### src/rtl/rp_pkg.sv
package rp_pkg;
   // Width of the current path after DC removal: saturated back to the
   // sample width, or kept wide enough for any difference of two samples.
   function automatic int hpf_out_width(input int smp_w, input bit sat);
      return sat ? smp_w : smp_w + 2;
   endfunction

   function automatic int prod_width(input int smp_w, input bit sat);
      return hpf_out_width(smp_w, sat) + smp_w;
   endfunction
endpackage

### src/rtl/rp_dc_block.sv
module rp_dc_block #(
   parameter int SMP_W = 16,
   parameter int SHIFT = 13,
   parameter bit SAT   = 1'b1,
   parameter int OUT_W = 16
) (
   input  logic                    clk,
   input  logic                    rst_n,
   input  logic                    in_valid,
   input  logic signed [SMP_W-1:0] in_smp,
   output logic                    out_valid,
   output logic signed [OUT_W-1:0] out_smp
);
   localparam int S_W = SMP_W + SHIFT + 2;
   localparam int D_W = SMP_W + 2;

   if (OUT_W != rp_pkg::hpf_out_width(SMP_W, SAT)) begin : g_bad_outw
      $error("rp_dc_block: OUT_W does not match SMP_W and SAT");
   end

   logic signed [S_W-1:0]   acc_q;
   logic signed [S_W-1:0]   acc_shr;
   logic signed [S_W-1:0]   diff_ext;
   logic signed [D_W-1:0]   x_ext;
   logic signed [D_W-1:0]   dc_est;
   logic signed [D_W-1:0]   diff;
   logic signed [OUT_W-1:0] y_d;

   assign x_ext    = in_smp;
   assign acc_shr  = acc_q >>> SHIFT;
   assign dc_est   = acc_shr[D_W-1:0];
   assign diff     = x_ext - dc_est;
   assign diff_ext = diff;

   if (SAT) begin : g_sat
      localparam logic signed [D_W-1:0] Y_MAX = D_W'((1 <<< (SMP_W - 1)) - 1);
      localparam logic signed [D_W-1:0] Y_MIN = -D_W'(1 <<< (SMP_W - 1));
      always_comb begin
         if (diff > Y_MAX)
            y_d = Y_MAX[OUT_W-1:0];
         else if (diff < Y_MIN)
            y_d = Y_MIN[OUT_W-1:0];
         else
            y_d = diff[OUT_W-1:0];
      end
   end else begin : g_wide
      assign y_d = diff[OUT_W-1:0];
   end

   always_ff @(posedge clk) begin
      if (!rst_n) begin
         acc_q     <= '0;
         out_valid <= 1'b0;
         out_smp   <= '0;
      end else begin
         out_valid <= in_valid;
         if (in_valid) begin
            acc_q   <= acc_q + diff_ext;
            out_smp <= y_d;
         end
      end
   end

   AST_HPF_HOLD: assert property (@(posedge clk) disable iff (!rst_n)
      !in_valid |=> $stable(out_smp));
endmodule

### src/rtl/rp_mult.sv
module rp_mult #(
   parameter int A_W = 16,
   parameter int B_W = 16,
   parameter int P_W = 32
) (
   input  logic                  clk,
   input  logic                  rst_n,
   input  logic                  in_valid,
   input  logic signed [A_W-1:0] a,
   input  logic signed [B_W-1:0] b,
   output logic                  out_valid,
   output logic signed [P_W-1:0] p
);
   if (P_W != A_W + B_W) begin : g_bad_pw
      $error("rp_mult: P_W must equal A_W + B_W");
   end

   logic signed [P_W-1:0] prod_d;
   assign prod_d = a * b;

   always_ff @(posedge clk) begin
      if (!rst_n) begin
         out_valid <= 1'b0;
         p         <= '0;
      end else begin
         out_valid <= in_valid;
         if (in_valid) p <= prod_d;
      end
   end

   AST_PROD_SIGN: assert property (@(posedge clk) disable iff (!rst_n)
      (out_valid && $past(a) != 0 && $past(b) != 0)
         |-> (p[P_W-1] == ($past(a[A_W-1]) ^ $past(b[B_W-1]))));
   AST_PROD_ZERO: assert property (@(posedge clk) disable iff (!rst_n)
      (out_valid && ($past(a) == 0 || $past(b) == 0)) |-> (p == 0));
endmodule

### src/rtl/rp_pole_lpf.sv
module rp_pole_lpf #(
   parameter int IN_W  = 32,
   parameter int SHIFT = 14,
   parameter int GUARD = 8
) (
   input  logic                   clk,
   input  logic                   rst_n,
   input  logic                   in_valid,
   input  logic signed [IN_W-1:0] in_p,
   output logic                   out_valid,
   output logic signed [IN_W-1:0] out_p
);
   localparam int Z_W = IN_W + GUARD + 1;

   logic signed [Z_W-1:0] z_q;
   logic signed [Z_W:0]   p_ext;
   logic signed [Z_W:0]   p_scaled;
   logic signed [Z_W:0]   z_ext;
   logic signed [Z_W:0]   delta;
   logic signed [Z_W:0]   step;
   logic signed [Z_W-1:0] z_out_shr;

   assign p_ext     = in_p;
   assign p_scaled  = p_ext <<< GUARD;
   assign z_ext     = z_q;
   assign delta     = p_scaled - z_ext;
   assign step      = delta >>> SHIFT;
   assign z_out_shr = z_q >>> GUARD;

   always_ff @(posedge clk) begin
      if (!rst_n) begin
         z_q       <= '0;
         out_valid <= 1'b0;
      end else begin
         out_valid <= in_valid;
         if (in_valid) z_q <= z_q + step[Z_W-1:0];
      end
   end

   assign out_p = z_out_shr[IN_W-1:0];

   AST_LPF_RISE: assert property (@(posedge clk) disable iff (!rst_n)
      (in_valid && in_p > out_p) |=> (out_p >= $past(out_p)));
   AST_LPF_FALL: assert property (@(posedge clk) disable iff (!rst_n)
      (in_valid && in_p < out_p) |=> (out_p <= $past(out_p)));
   AST_LPF_HOLD: assert property (@(posedge clk) disable iff (!rst_n)
      !in_valid |=> $stable(out_p));
endmodule

### src/rtl/rp_power_path.sv
module rp_power_path #(
   parameter int SMP_W     = 16,
   parameter int HPF_SHIFT = 13,
   parameter int LPF_SHIFT = 14,
   parameter int GUARD_W   = 8,
   parameter bit SAT_CUR   = 1'b1
) (
   input  logic                                                clk,
   input  logic                                                rst_n,
   input  logic                                                smp_valid,
   input  logic signed [SMP_W-1:0]                             cur_smp,
   input  logic signed [SMP_W-1:0]                             vol_smp,
   output logic                                                pwr_valid,
   output logic signed [rp_pkg::prod_width(SMP_W, SAT_CUR)-1:0] pwr_word
);
   localparam int HC_W   = rp_pkg::hpf_out_width(SMP_W, SAT_CUR);
   localparam int PROD_W = rp_pkg::prod_width(SMP_W, SAT_CUR);

   if (SMP_W < 4 || SMP_W > 24) begin : g_bad_smp
      $error("rp_power_path: SMP_W out of range 4..24");
   end
   if (HPF_SHIFT < 2 || HPF_SHIFT > 20) begin : g_bad_hpf
      $error("rp_power_path: HPF_SHIFT out of range 2..20");
   end
   if (LPF_SHIFT < 1 || LPF_SHIFT > 20) begin : g_bad_lpf
      $error("rp_power_path: LPF_SHIFT out of range 1..20");
   end
   if (GUARD_W < LPF_SHIFT / 2) begin : g_bad_guard
      $error("rp_power_path: GUARD_W too small for LPF_SHIFT");
   end

   logic                    hc_valid;
   logic signed [HC_W-1:0]  hc_smp;
   logic signed [SMP_W-1:0] vol_q;
   logic                    pr_valid;
   logic signed [PROD_W-1:0] pr_word;

   rp_dc_block #(
      .SMP_W (SMP_W),
      .SHIFT (HPF_SHIFT),
      .SAT   (SAT_CUR),
      .OUT_W (HC_W)
   ) u_dc (
      .clk       (clk),
      .rst_n     (rst_n),
      .in_valid  (smp_valid),
      .in_smp    (cur_smp),
      .out_valid (hc_valid),
      .out_smp   (hc_smp)
   );

   // Voltage travels one register alongside the high-pass stage.
   always_ff @(posedge clk) begin
      if (!rst_n)         vol_q <= '0;
      else if (smp_valid) vol_q <= vol_smp;
   end

   rp_mult #(
      .A_W (HC_W),
      .B_W (SMP_W),
      .P_W (PROD_W)
   ) u_mult (
      .clk       (clk),
      .rst_n     (rst_n),
      .in_valid  (hc_valid),
      .a         (hc_smp),
      .b         (vol_q),
      .out_valid (pr_valid),
      .p         (pr_word)
   );

   rp_pole_lpf #(
      .IN_W  (PROD_W),
      .SHIFT (LPF_SHIFT),
      .GUARD (GUARD_W)
   ) u_lpf (
      .clk       (clk),
      .rst_n     (rst_n),
      .in_valid  (pr_valid),
      .in_p      (pr_word),
      .out_valid (pwr_valid),
      .out_p     (pwr_word)
   );

   AST_PIPE_FWD: assert property (@(posedge clk) disable iff (!rst_n)
      smp_valid |=> ##2 pwr_valid);
   AST_PIPE_BACK: assert property (@(posedge clk) disable iff (!rst_n)
      pwr_valid |-> $past(smp_valid, 3));
   AST_OUT_HOLD: assert property (@(posedge clk) disable iff (!rst_n)
      !pwr_valid |-> $stable(pwr_word));
endmodule

### config.mk
export PLATFORM = sky130hd
export DESIGN_NAME = rp_power_path
export DESIGN_NICKNAME = d
export VERILOG_FILES = /design/src/rtl/rp_pkg.sv /design/src/rtl/rp_dc_block.sv /design/src/rtl/rp_mult.sv /design/src/rtl/rp_pole_lpf.sv /design/src/rtl/rp_power_path.sv
export SDC_FILE = /design/constraint.sdc
export NUM_CORES = 1
export LEC_CHECK = 0
export BUFFER_PORTS_ARGS = -buffer_cell sky130_fd_sc_hd__buf_2
export CAP_MARGIN = 20
export CORE_UTILIZATION = 35
export DETAILED_ROUTE_END_ITERATION = 6
export PLACE_DENSITY = 0.61
export RECOVER_POWER = 100
export SLEW_MARGIN = 20
export SYNTH_ARGS = -nofsm -noshare
export SYNTH_HDL_FRONTEND = slang
export SYNTH_HIERARCHICAL = 1
export SYNTH_SLANG_ARGS = --single-unit
### constraint.sdc
create_clock -name clk -period 7.4 [get_ports clk]
set_input_delay 2.22 -clock clk [delete_from_list [all_inputs] [get_ports clk]]
set_output_delay 2.22 -clock clk [all_outputs]
set_load 0.05 [all_outputs]
==> impl_metrics.py, run 1 <==
metrics = {
    "sta": {
        "period_share_pct": 92.9,
        "finalMaxSlewViolations": 76,
        "final.setup.tns_ns": 0,
        "period_needed_ns": 6.87,
        "worst_slack_ns": 0.527,
        "rsz0062_at_grt": "false",
        "setup_violations": 0,
        "hold_violations": 0,
        "max_freq_ghz": 0.145,
        "hold_slack_ns": 0.463,
        "tightest_slew_ns": 1.95,
        "max-slew-margin-rel_pct": -29.8,
        "clock_skew_ns": 0.0154,
    },
    "outcome": {
        "violations": "max-capacitance violations, max-slew violations",
        "status": "complete, but fails checks",
    },
    "place": {
        "routabilityCongestion": 0.870,
        "dp_hpwl_um": 42100,
        "place_ws_ns": 0.656,
        "port-buffer-count": 67,
    },
    "global_routing": {
        "grt_pass1_vias": 16868,
        "grt_max_degree": 70,
        "grt_use_total_pct": 17.4,
        "gr-total-overflow": 0,
        "grt_pass1_wl_um": 87400,
        "antenna_found_initial": 4,
    },
    "layout": {
        "syn_to_final_growth_pct": 6.40,
        "fin_nets": 3058,
        "register_area_um2": 2790,
        "fillers": 6183,
        "layout-drive-gt1-share_pct": 4.50,
        "multiInputGateArea_um2": 16500,
    },
    "routing": {
        "vias_per_cell": 5.01,
        "drt_wl_total_um": 51900,
        "drc": 0,
        "via_count": 16757,
        "dr.pass1.iters": 5,
        "drtIter0Drc": 938,
        "wire_per_inst_um": 15.5,
        "ant_nets": 0,
    },
    "worst_setup_path": {
        "critPathArrivalTime_ns": 7.24,
        "crit_path_start_kind": "register",
        "endpoint_kind": "register",
        "cp_max_fo": 12,
        "path_class": "reg2reg",
        "cp_data_required_time_ns": 7.76,
    },
    "yosys": {
        "ys_seq_area_share_pct": 12.9,
        "synth_edf_count": 0,
        "synthesis.instances": 2546,
        "synth_warnings": 6,
        "yosysUniqueCellTypes": 97,
        "synth_area_um2": 21600,
        "async_flop_share_pct": 0,
        "syn_nets": 3060,
        "ys.flop_type": "dfxtp_1",
        "avgSynthCellArea_um2": 8.50,
        "synth_seq_cells": 139,
    },
    "clock_tree": {
        "cts_hold_buf": 0,
        "cts.sinks": 139,
        "clock_path_buffers": 2,
        "clkLatencyLatePin_ns": 0.49,
        "clk_pin_slew_worst_paths_ns": 0.07,
        "cts.repair.resized": 0,
        "cts_setup_buffers": 0,
        "h-tree-depth": 4,
        "tritoncts": "built",
        "numCtsBuffers": 17,
        "root_buffer": "clkbuf_16",
    },
    "floorplan": {
        "dieArea_um2": 62900,
        "die_width_um": 251,
        "rows": 90,
        "num_io_pins": 68,
        "start_util_pct": 35.7,
        "core_um2": 60700,
        "dieHeight_um": 251,
    },
    "run": {
        "maxCapViolations": 2,
    },
    "worst_hold_path": {
        "hold_class": "reg2reg",
    },
}
==> per-layer routing <==
layer | track usage [%] | wire length (um) | share of wire [%]
met3 | 2.74 | 1830 | 3.5
met1 | 22.8 | 24200 | 47
met2 | 29.4 | 24900 | 48
met4 | 5.01 | 990 | 1.9
met5 | 0 | 13 | 0.025
==> layout by cell type (no fill, tap or decap), types with 32 or more instances in the layout <==
master | Yosys | final
nand2_1 | 207 | 207
nor2_1 | 122 | 122
a21oi_1 | 124 | 129
a21o_1 | 57 | 57
buf_2 | 2 | 32
xor2_1 | 44 | 44
dfxtp_1 | 139 | 137
clkbuf_1 | 67 | 36
xnor2_1 | 76 | 76
o21ai_0 | 69 | 80
nand3_1 | 48 | 49
inv_1 | 434 | 434
nor2b_1 | 71 | 72
fa_1 | 265 | 265
mux2i_1 | 70 | 70
ha_1 | 214 | 214
and2_1 | 137 | 132
==> area by class of cell <==
| cell class | count | area share (%) |
|---|---|---|
| diodes | 3 | 0.0326 |
| clock buffers | 19 | 1.97 |
| clock inverters | 13 | 0.782 |
| inverters | 435 | 7.09 |
| multi-input cells | 1859 | 71.7 |
| flip-flops and latches | 139 | 12.1 |
| well taps | 782 | 4.25 |
| repair buffers | 92 | 2.06 |
==> path summary, 6_finish.rpt <==
kind | startpoint | end | slack, ns | depth (start not counted)
setup reg to reg | vol_q[8] | u_mult/p[30] | 0.53 | 22
hold reg to reg | u_lpf/z_q[40] | u_lpf/z_q[40] | 0.46 | 2
setup / recovery | vol_q[8] | u_mult/p[30] | 0.53 | 22
hold / removal | u_lpf/z_q[40] | u_lpf/z_q[40] | 0.46 | 2
==> cell usage after synthesis, types with 4 or more instances <==
library cell / count / share of area (%)
inv_1: 434 / 7.5
fa_1: 265 / 25
ha_1: 214 / 12
nand2_1: 207 / 3.6
dfxtp_1: 139 / 13
and2_1: 137 / 4.0
a21oi_1: 124 / 2.9
nor2_1: 122 / 2.1
xnor2_1: 76 / 3.1
nor2b_1: 71 / 2.1
mux2i_1: 70 / 3.2
o21ai_0: 69 / 1.6
clkbuf_1: 67 / 1.2
a21o_1: 57 / 2.0
nand3_1: 48 / 1.1
xor2_1: 44 / 1.8
buf_4: 33 / 1.1
a211oi_1: 29 / 1.0
nor3_1: 28 / 0.65
nand4_1: 25 / 0.72
o21a_1: 25 / 0.87
o21bai_1: 22 / 0.76
and3_1: 16 / 0.46
nand2b_1: 16 / 0.46
o211ai_1: 15 / 0.52
a31oi_1: 14 / 0.40
or3_1: 12 / 0.35
o21ai_1: 11 / 0.25
a21boi_0: 10 / 0.35
o211a_1: 10 / 0.46
nand3b_1: 7 / 0.24
o31ai_1: 7 / 0.24
a21oi_2: 6 / 0.24
buf_1: 6 / 0.10
nor4_1: 6 / 0.17
o2111ai_1: 5 / 0.20
a311oi_1: 4 / 0.16
nand4b_1: 4 / 0.16
==> metrics by stage <==
step	std cells	utilization, %	cell area [um2]
final	3342	38.0	23000
after global routing	3340	37.9	23000
after CTS	3339	38.2	23200
after detailed placement	3307	37.2	22600
after global placement	3307	37.2	22600
after floorplan	2546	-	21600
==> sequential cells by signal, indices dropped and copies added, names as in the netlist <==
| name | flops |
|---|---|
| u_lpf/out_valid | 1 |
| vol_q | 16 |
| u_lpf/z_q | 41 |
| u_mult/p | 32 |
| u_dc/out_smp | 16 |
| u_dc/out_valid | 1 |
| u_dc/acc_q | 31 |
| u_mult/out_valid | 1 |
==> worst max-delay path, stage by stage, from the launching register on <==
cell and delay (ns):
dfxtp_1 0.68, clkbuf_1 0.33, nand2_1 0.13, fa_1 0.53, inv_1 0.05, fa_1 0.38
inv_1 0.10, fa_1 0.40, inv_1 0.08, fa_1 0.44, fa_1 0.56, inv_1 0.08
fa_1 0.55, inv_1 0.04, ha_1 0.38, and3_1 0.28, a32o_1 0.24, a211oi_1 0.41
a21oi_1 0.22, o31ai_1 0.42, o21ai_0 0.18, xor2_1 0.16, o2bb2ai_1 0.12
==> kinds of logic after synthesis <==
logic type	Yosys count	share of synthesized area [%]
buffers and inverters	548	10.3
AO/OA/AOI/OAI	469	15.0
AND/OR/NAND/NOR	719	16.9
XOR/XNOR	120	4.85
flip-flops	139	12.9
multiplexers	72	3.34
adder cells (fa/ha/maj)	479	36.9
Power of run 1 is not shown: default switching activity piles up to over one toggle a cycle in this logic, so the estimate is an artifact.
==> inputs of run 2 (changes only) <==
--- a/config.mk
+++ b/config.mk
@@ -8,6 +8,7 @@
 export BUFFER_PORTS_ARGS = -buffer_cell sky130_fd_sc_hd__buf_2
 export CAP_MARGIN = 20
 export CORE_UTILIZATION = 35
+export CTS_BUF_LIST = sky130_fd_sc_hd__clkbuf_2
 export DETAILED_ROUTE_END_ITERATION = 6
 export PLACE_DENSITY = 0.61
 export RECOVER_POWER = 100
==> impl_metrics.py, run 2 (synthesis results as in run 1) <==
metrics = {
    "global_routing": {
        "grt_max_degree": 70,
        "grt_pass1_vias": 16891,
        "grt_pass1_wl_um": 87600,
        "grt_use_total_pct": 17.4,
        "antenna_found_initial": 6,
        "gr-total-overflow": 0,
    },
    "place": {
        "port-buffer-count": 67,
        "routabilityCongestion": 0.870,
        "dp_hpwl_um": 42100,
    },
    "clock_tree": {
        "h-tree-depth": 4,
        "root_buffer": "clkbuf_2",
        "cts_setup_buffers": 0,
        "cts_hold_buf": 0,
        "cts.repair.resized": 0,
        "clock_path_buffers": 2,
        "cts.sinks": 139,
        "clkLatencyLatePin_ns": 1.03,
        "clk_pin_slew_worst_paths_ns": 0.26,
        "tritoncts": "built",
        "numCtsBuffers": 17,
    },
    "worst_setup_path": {
        "path_class": "reg2reg",
        "critPathArrivalTime_ns": 7.85,
        "cp_data_required_time_ns": 8.32,
        "endpoint_kind": "register",
        "cp_max_fo": 9,
        "reg2reg_slack_ns": 0.47,
        "crit_path_start_kind": "register",
    },
    "sta": {
        "max-slew-margin-rel_pct": -96.8,
        "period_needed_ns": 6.93,
        "final.setup.tns_ns": 0,
        "max_freq_ghz": 0.144,
        "hold_violations": 0,
        "finalMaxSlewViolations": 146,
        "period_share_pct": 93.6,
        "setup_violations": 0,
        "tightest_slew_ns": 2.95,
        "rsz0062_at_grt": "false",
        "clock_skew_ns": 0.0540,
    },
    "layout": {
        "final_cell_mix": "inv_1, fa_1, ha_1",
        "fin_nets": 3058,
        "regMostFlops": "u_lpf/z_q",
        "final_common_cell": "inv_1",
        "layout-drive-gt1-share_pct": 4.38,
        "reg_top3": "u_lpf/z_q x41, u_mult/p x32, u_dc/acc_q x31",
        "syn_to_final_growth_pct": 4.77,
        "largest_reg_flops": 41,
    },
    "outcome": {
        "status": "complete, but fails checks",
        "violations": "max-capacitance violations, max-slew violations",
    },
    "floorplan": {
        "die_width_um": 251,
        "num_io_pins": 68,
        "core_um2": 60700,
        "rows": 90,
        "dieHeight_um": 251,
        "start_util_pct": 35.7,
        "dieArea_um2": 62900,
    },
    "routing": {
        "drt_wl_total_um": 51900,
        "drtIter0Drc": 830,
        "via_count": 16730,
        "wire_per_inst_um": 15.5,
        "ant_nets": 0,
        "drc": 0,
        "vias_per_cell": 5.00,
        "dr.pass1.iters": 5,
    },
    "run": {
        "maxCapViolations": 3,
    },
    "worst_hold_path": {
        "hold_class": "reg2reg",
    },
}
## run 2: cell count changes in the layout (fill, tap and decap cells not counted), sizes merged
cell / delta
diode: +4
buf: -1
clkinv: +2
clkbuf: -1
## run 2: path summary, 6_finish.rpt
check	start	endpoint	cells past startpoint
worst max-delay path	vol_q[1]	u_mult/p[30]	20
worst min-delay path	u_lpf/z_q[40]	u_lpf/z_q[40]	2
worst max register to register	vol_q[1]	u_mult/p[30]	20
worst min register to register	u_lpf/z_q[40]	u_lpf/z_q[40]	2
## run 2: metal layers
| layer | wire (um) | track usage [%] | vias up |
|---|---|---|---|
| li1 | - | - | 8321 |
| met1 | 24300 | 22.8 | 8130 |
| met2 | 25200 | 29.5 | 232 |
| met3 | 1600 | 2.73 | 45 |
| met4 | 786 | 4.56 | 2 |
| met5 | 13 | 0 | - |
## run 2: area by class of cell
cell class                      count  area [um2]
Timing Repair Buffer               92         472
Sequential cell                   139        2790
Clock buffer                       17        85.1
Inverter                          435        1630
Clock inverter                     15         188
Antenna cell                        7        17.5
Fill cell                        6229       38000
Tap cell                          782         978
Multi-Input combinational cell   1859       16500
## run 2: metrics by stage
step / setup slack [ns] / instances / area (um2) / utilization (%) / hold slack (ns)
final: 0.471 / 3346 / 22700 / 37.4 / 0.476
after global routing: 0.159 / 3342 / 22700 / 37.4 / 0.530
after CTS: 0.707 / 3339 / 22800 / 37.6 / 0.485
after detailed placement: 0.656 / 3307 / 22600 / 37.2 / 0.459
after global placement: 0.734 / 3307 / 22600 / 37.2 / 0.446
after floorplan: 1.27 / 2546 / 21600 / - / 0.435
## run 2: critical path, stage by stage (launching register included)
cell       delay, ns
dfxtp_1         0.69
clkbuf_1        0.38
nand2_1         0.13
fa_1            0.54
fa_1            0.44
fa_1            0.52
inv_1           0.05
fa_1            0.47
fa_1            0.56
inv_1           0.08
fa_1            0.55
inv_1           0.04
ha_1            0.38
and3_1          0.28
a32o_1          0.24
a211oi_1        0.41
a21oi_1         0.22
o31ai_1         0.43
o21ai_1         0.15
xor2_1          0.16
o2bb2ai_1       0.12
Power of run 2 is left out for the same reason.
==> inputs of run 3 (changes only) <==
--- a/config.mk
+++ b/config.mk
@@ -5,6 +5,7 @@
 export SDC_FILE = /design/constraint.sdc
 export NUM_CORES = 1
 export LEC_CHECK = 0
+export ABC_CLOCK_PERIOD_IN_PS = 7400
 export BUFFER_PORTS_ARGS = -buffer_cell sky130_fd_sc_hd__buf_2
 export CAP_MARGIN = 20
 export CORE_UTILIZATION = 35
@@ -12,6 +13,7 @@
 export DETAILED_ROUTE_END_ITERATION = 6
 export PLACE_DENSITY = 0.61
 export RECOVER_POWER = 100
+export REMOVE_ABC_BUFFERS = 1
 export SLEW_MARGIN = 20
 export SYNTH_ARGS = -nofsm -noshare
 export SYNTH_HDL_FRONTEND = slang
==> impl_metrics.py, run 3 (synthesis results as in run 1) <==
metrics = {
    "clock_tree": {
        "tritoncts": "built",
        "numCtsBuffers": 17,
        "cts.sinks": 139,
        "root_buffer": "clkbuf_2",
        "cts_hold_buf": 0,
        "clock_path_buffers": 2,
        "clk_pin_slew_worst_paths_ns": 0.24,
        "clkLatencyLatePin_ns": 1.03,
        "cts.repair.resized": 0,
        "cts_setup_buffers": 0,
        "h-tree-depth": 4,
    },
    "global_routing": {
        "grt_max_degree": 59,
        "grt_pass1_vias": 17065,
        "antenna_found_initial": 4,
        "gr-total-overflow": 0,
        "grt_use_total_pct": 17.1,
        "grt_pass1_wl_um": 86400,
    },
    "floorplan": {
        "start_util_pct": 35.7,
        "dieArea_um2": 62900,
        "rows": 90,
        "dieHeight_um": 251,
        "num_io_pins": 68,
        "die_width_um": 251,
        "core_um2": 60700,
    },
    "sta": {
        "max_freq_ghz": 0.147,
        "period_needed_ns": 6.81,
        "tightest_slew_ns": 2.92,
        "clock_skew_ns": 0.0620,
        "finalMaxSlewViolations": 118,
        "setup_violations": 0,
        "hold_violations": 0,
        "period_share_pct": 92.0,
        "rsz0062_at_grt": "false",
        "final.setup.tns_ns": 0,
        "max-slew-margin-rel_pct": -94.5,
    },
    "routing": {
        "drc": 0,
        "via_count": 16777,
        "drtIter0Drc": 827,
        "ant_nets": 0,
        "dr.pass1.iters": 5,
        "drt_wl_total_um": 50600,
        "wire_per_inst_um": 15.2,
        "vias_per_cell": 5.03,
    },
    "worst_setup_path": {
        "crit_path_frequent_cell": "fa_1",
        "crit_family": "adder cells",
        "cp_slowest_cell": "dfxtp_1",
        "path_class": "reg2reg",
        "crit_path_start_kind": "register",
        "critPathArrivalTime_ns": 7.73,
        "endpoint_kind": "register",
        "path_buf_inv": 5,
        "cp_slowest_stage_delay_ns": 0.76,
        "cp_max_fo": 17,
        "reg2reg_slack_ns": 0.59,
        "path_cells": "nand2_1 -> inv_1 -> fa_1 -> inv_1 -> fa_1 -> inv_1 -> fa_1 -> fa_1 -> fa_1 -> inv_1 -> fa_1 -> inv_1 -> ha_1 -> and4_1 -> a211o_1 -> a211oi_1 -> a21oi_1 -> o31ai_2 -> o21ai_1 -> xor2_1 -> o2bb2ai_1",
        "cp_data_required_time_ns": 8.32,
    },
    "run": {
        "maxCapViolations": 2,
    },
    "layout": {
        "fillers": 6229,
        "final_common_cell": "inv_1",
        "layout-drive-gt1-share_pct": 4.40,
        "largest_reg_flops": 41,
        "regMostFlops": "u_lpf/z_q",
        "final_cell_mix": "inv_1, fa_1, ha_1",
        "fin_nets": 3048,
        "syn_to_final_growth_pct": 4.46,
        "reg_top3": "u_lpf/z_q x41, u_mult/p x32, u_dc/acc_q x31",
    },
    "place": {
        "port-buffer-count": 67,
        "dp_hpwl_um": 40900,
        "routabilityCongestion": 0.849,
    },
    "outcome": {
        "status": "complete, but fails checks",
        "violations": "max-capacitance violations, max-slew violations",
    },
    "worst_hold_path": {
        "hold_class": "reg2reg",
    },
}
[run 3: changes by cell type in the layout (fill, tap and decap cells not counted), sizes merged]
cell | previous run | this run
buf | 55 | 46
clkinv | 6 | 3
diode | 7 | 4
clkbuf | 54 | 56
bufinv | 3 | 2
clkinvlp | 2 | 3
[run 3: cell type report]
| class | instances | area (um2) | area share, % |
|---|---|---|---|
| antenna | 4 | 10.0 | 0.0443 |
| clock buffer | 20 | 100 | 0.443 |
| clock inverter | 12 | 138 | 0.609 |
| inverter | 435 | 1630 | 7.22 |
| multi-input combinational | 1859 | 16600 | 73.3 |
| sequential | 139 | 2790 | 12.3 |
| tap | 782 | 978 | 4.33 |
| timing repair buffer | 82 | 400 | 1.77 |
[run 3: worst register-to-register path: cells and delay by family (launching register included)]
kind | cells | cell delay, ns
AO/OA/AOI/OAI | 6 | 1.63
XOR/XNOR | 1 | 0.15
adder cells (fa/ha/maj) | 7 | 3.22
buffers and inverters | 5 | 0.54
flip-flops | 1 | 0.76
AND/OR/NAND/NOR | 2 | 0.43
[run 3: layer usage]
layer,vias up,routed length (um),track usage (%)
met2,221,25000,29.7
met3,66,1120,2.24
li1,8302,-,-
met5,-,8,0
met4,2,1030,5.14
met1,8186,23500,22.0
[run 3: worst paths after layout]
check | start | end | cells after the start
worst max-delay path | vol_q[2] | u_mult/p[30] | 21
worst min-delay path | u_lpf/z_q[40] | u_lpf/z_q[40] | 2
worst max register to register | vol_q[2] | u_mult/p[30] | 21
worst min register to register | u_lpf/z_q[40] | u_lpf/z_q[40] | 2
[run 3: through the flow]
| step | cells | worst slack (ns) | hold WS, ns | util (%) | instance area (um2) |
|---|---|---|---|---|---|
| after global routing | 3332 | 0.153 | 0.496 | 37.3 | 22600 |
| after CTS | 3329 | 0.765 | 0.487 | 37.4 | 22700 |
| after floorplan | 2433 | 1.27 | 0.435 | - | 21100 |
| final | 3333 | 0.589 | 0.484 | 37.3 | 22600 |
| after global placement | 3297 | 0.800 | 0.448 | 37.1 | 22500 |
| after detailed placement | 3297 | 0.674 | 0.456 | 37.1 | 22500 |
Power of run 3 is left out for the same reason.
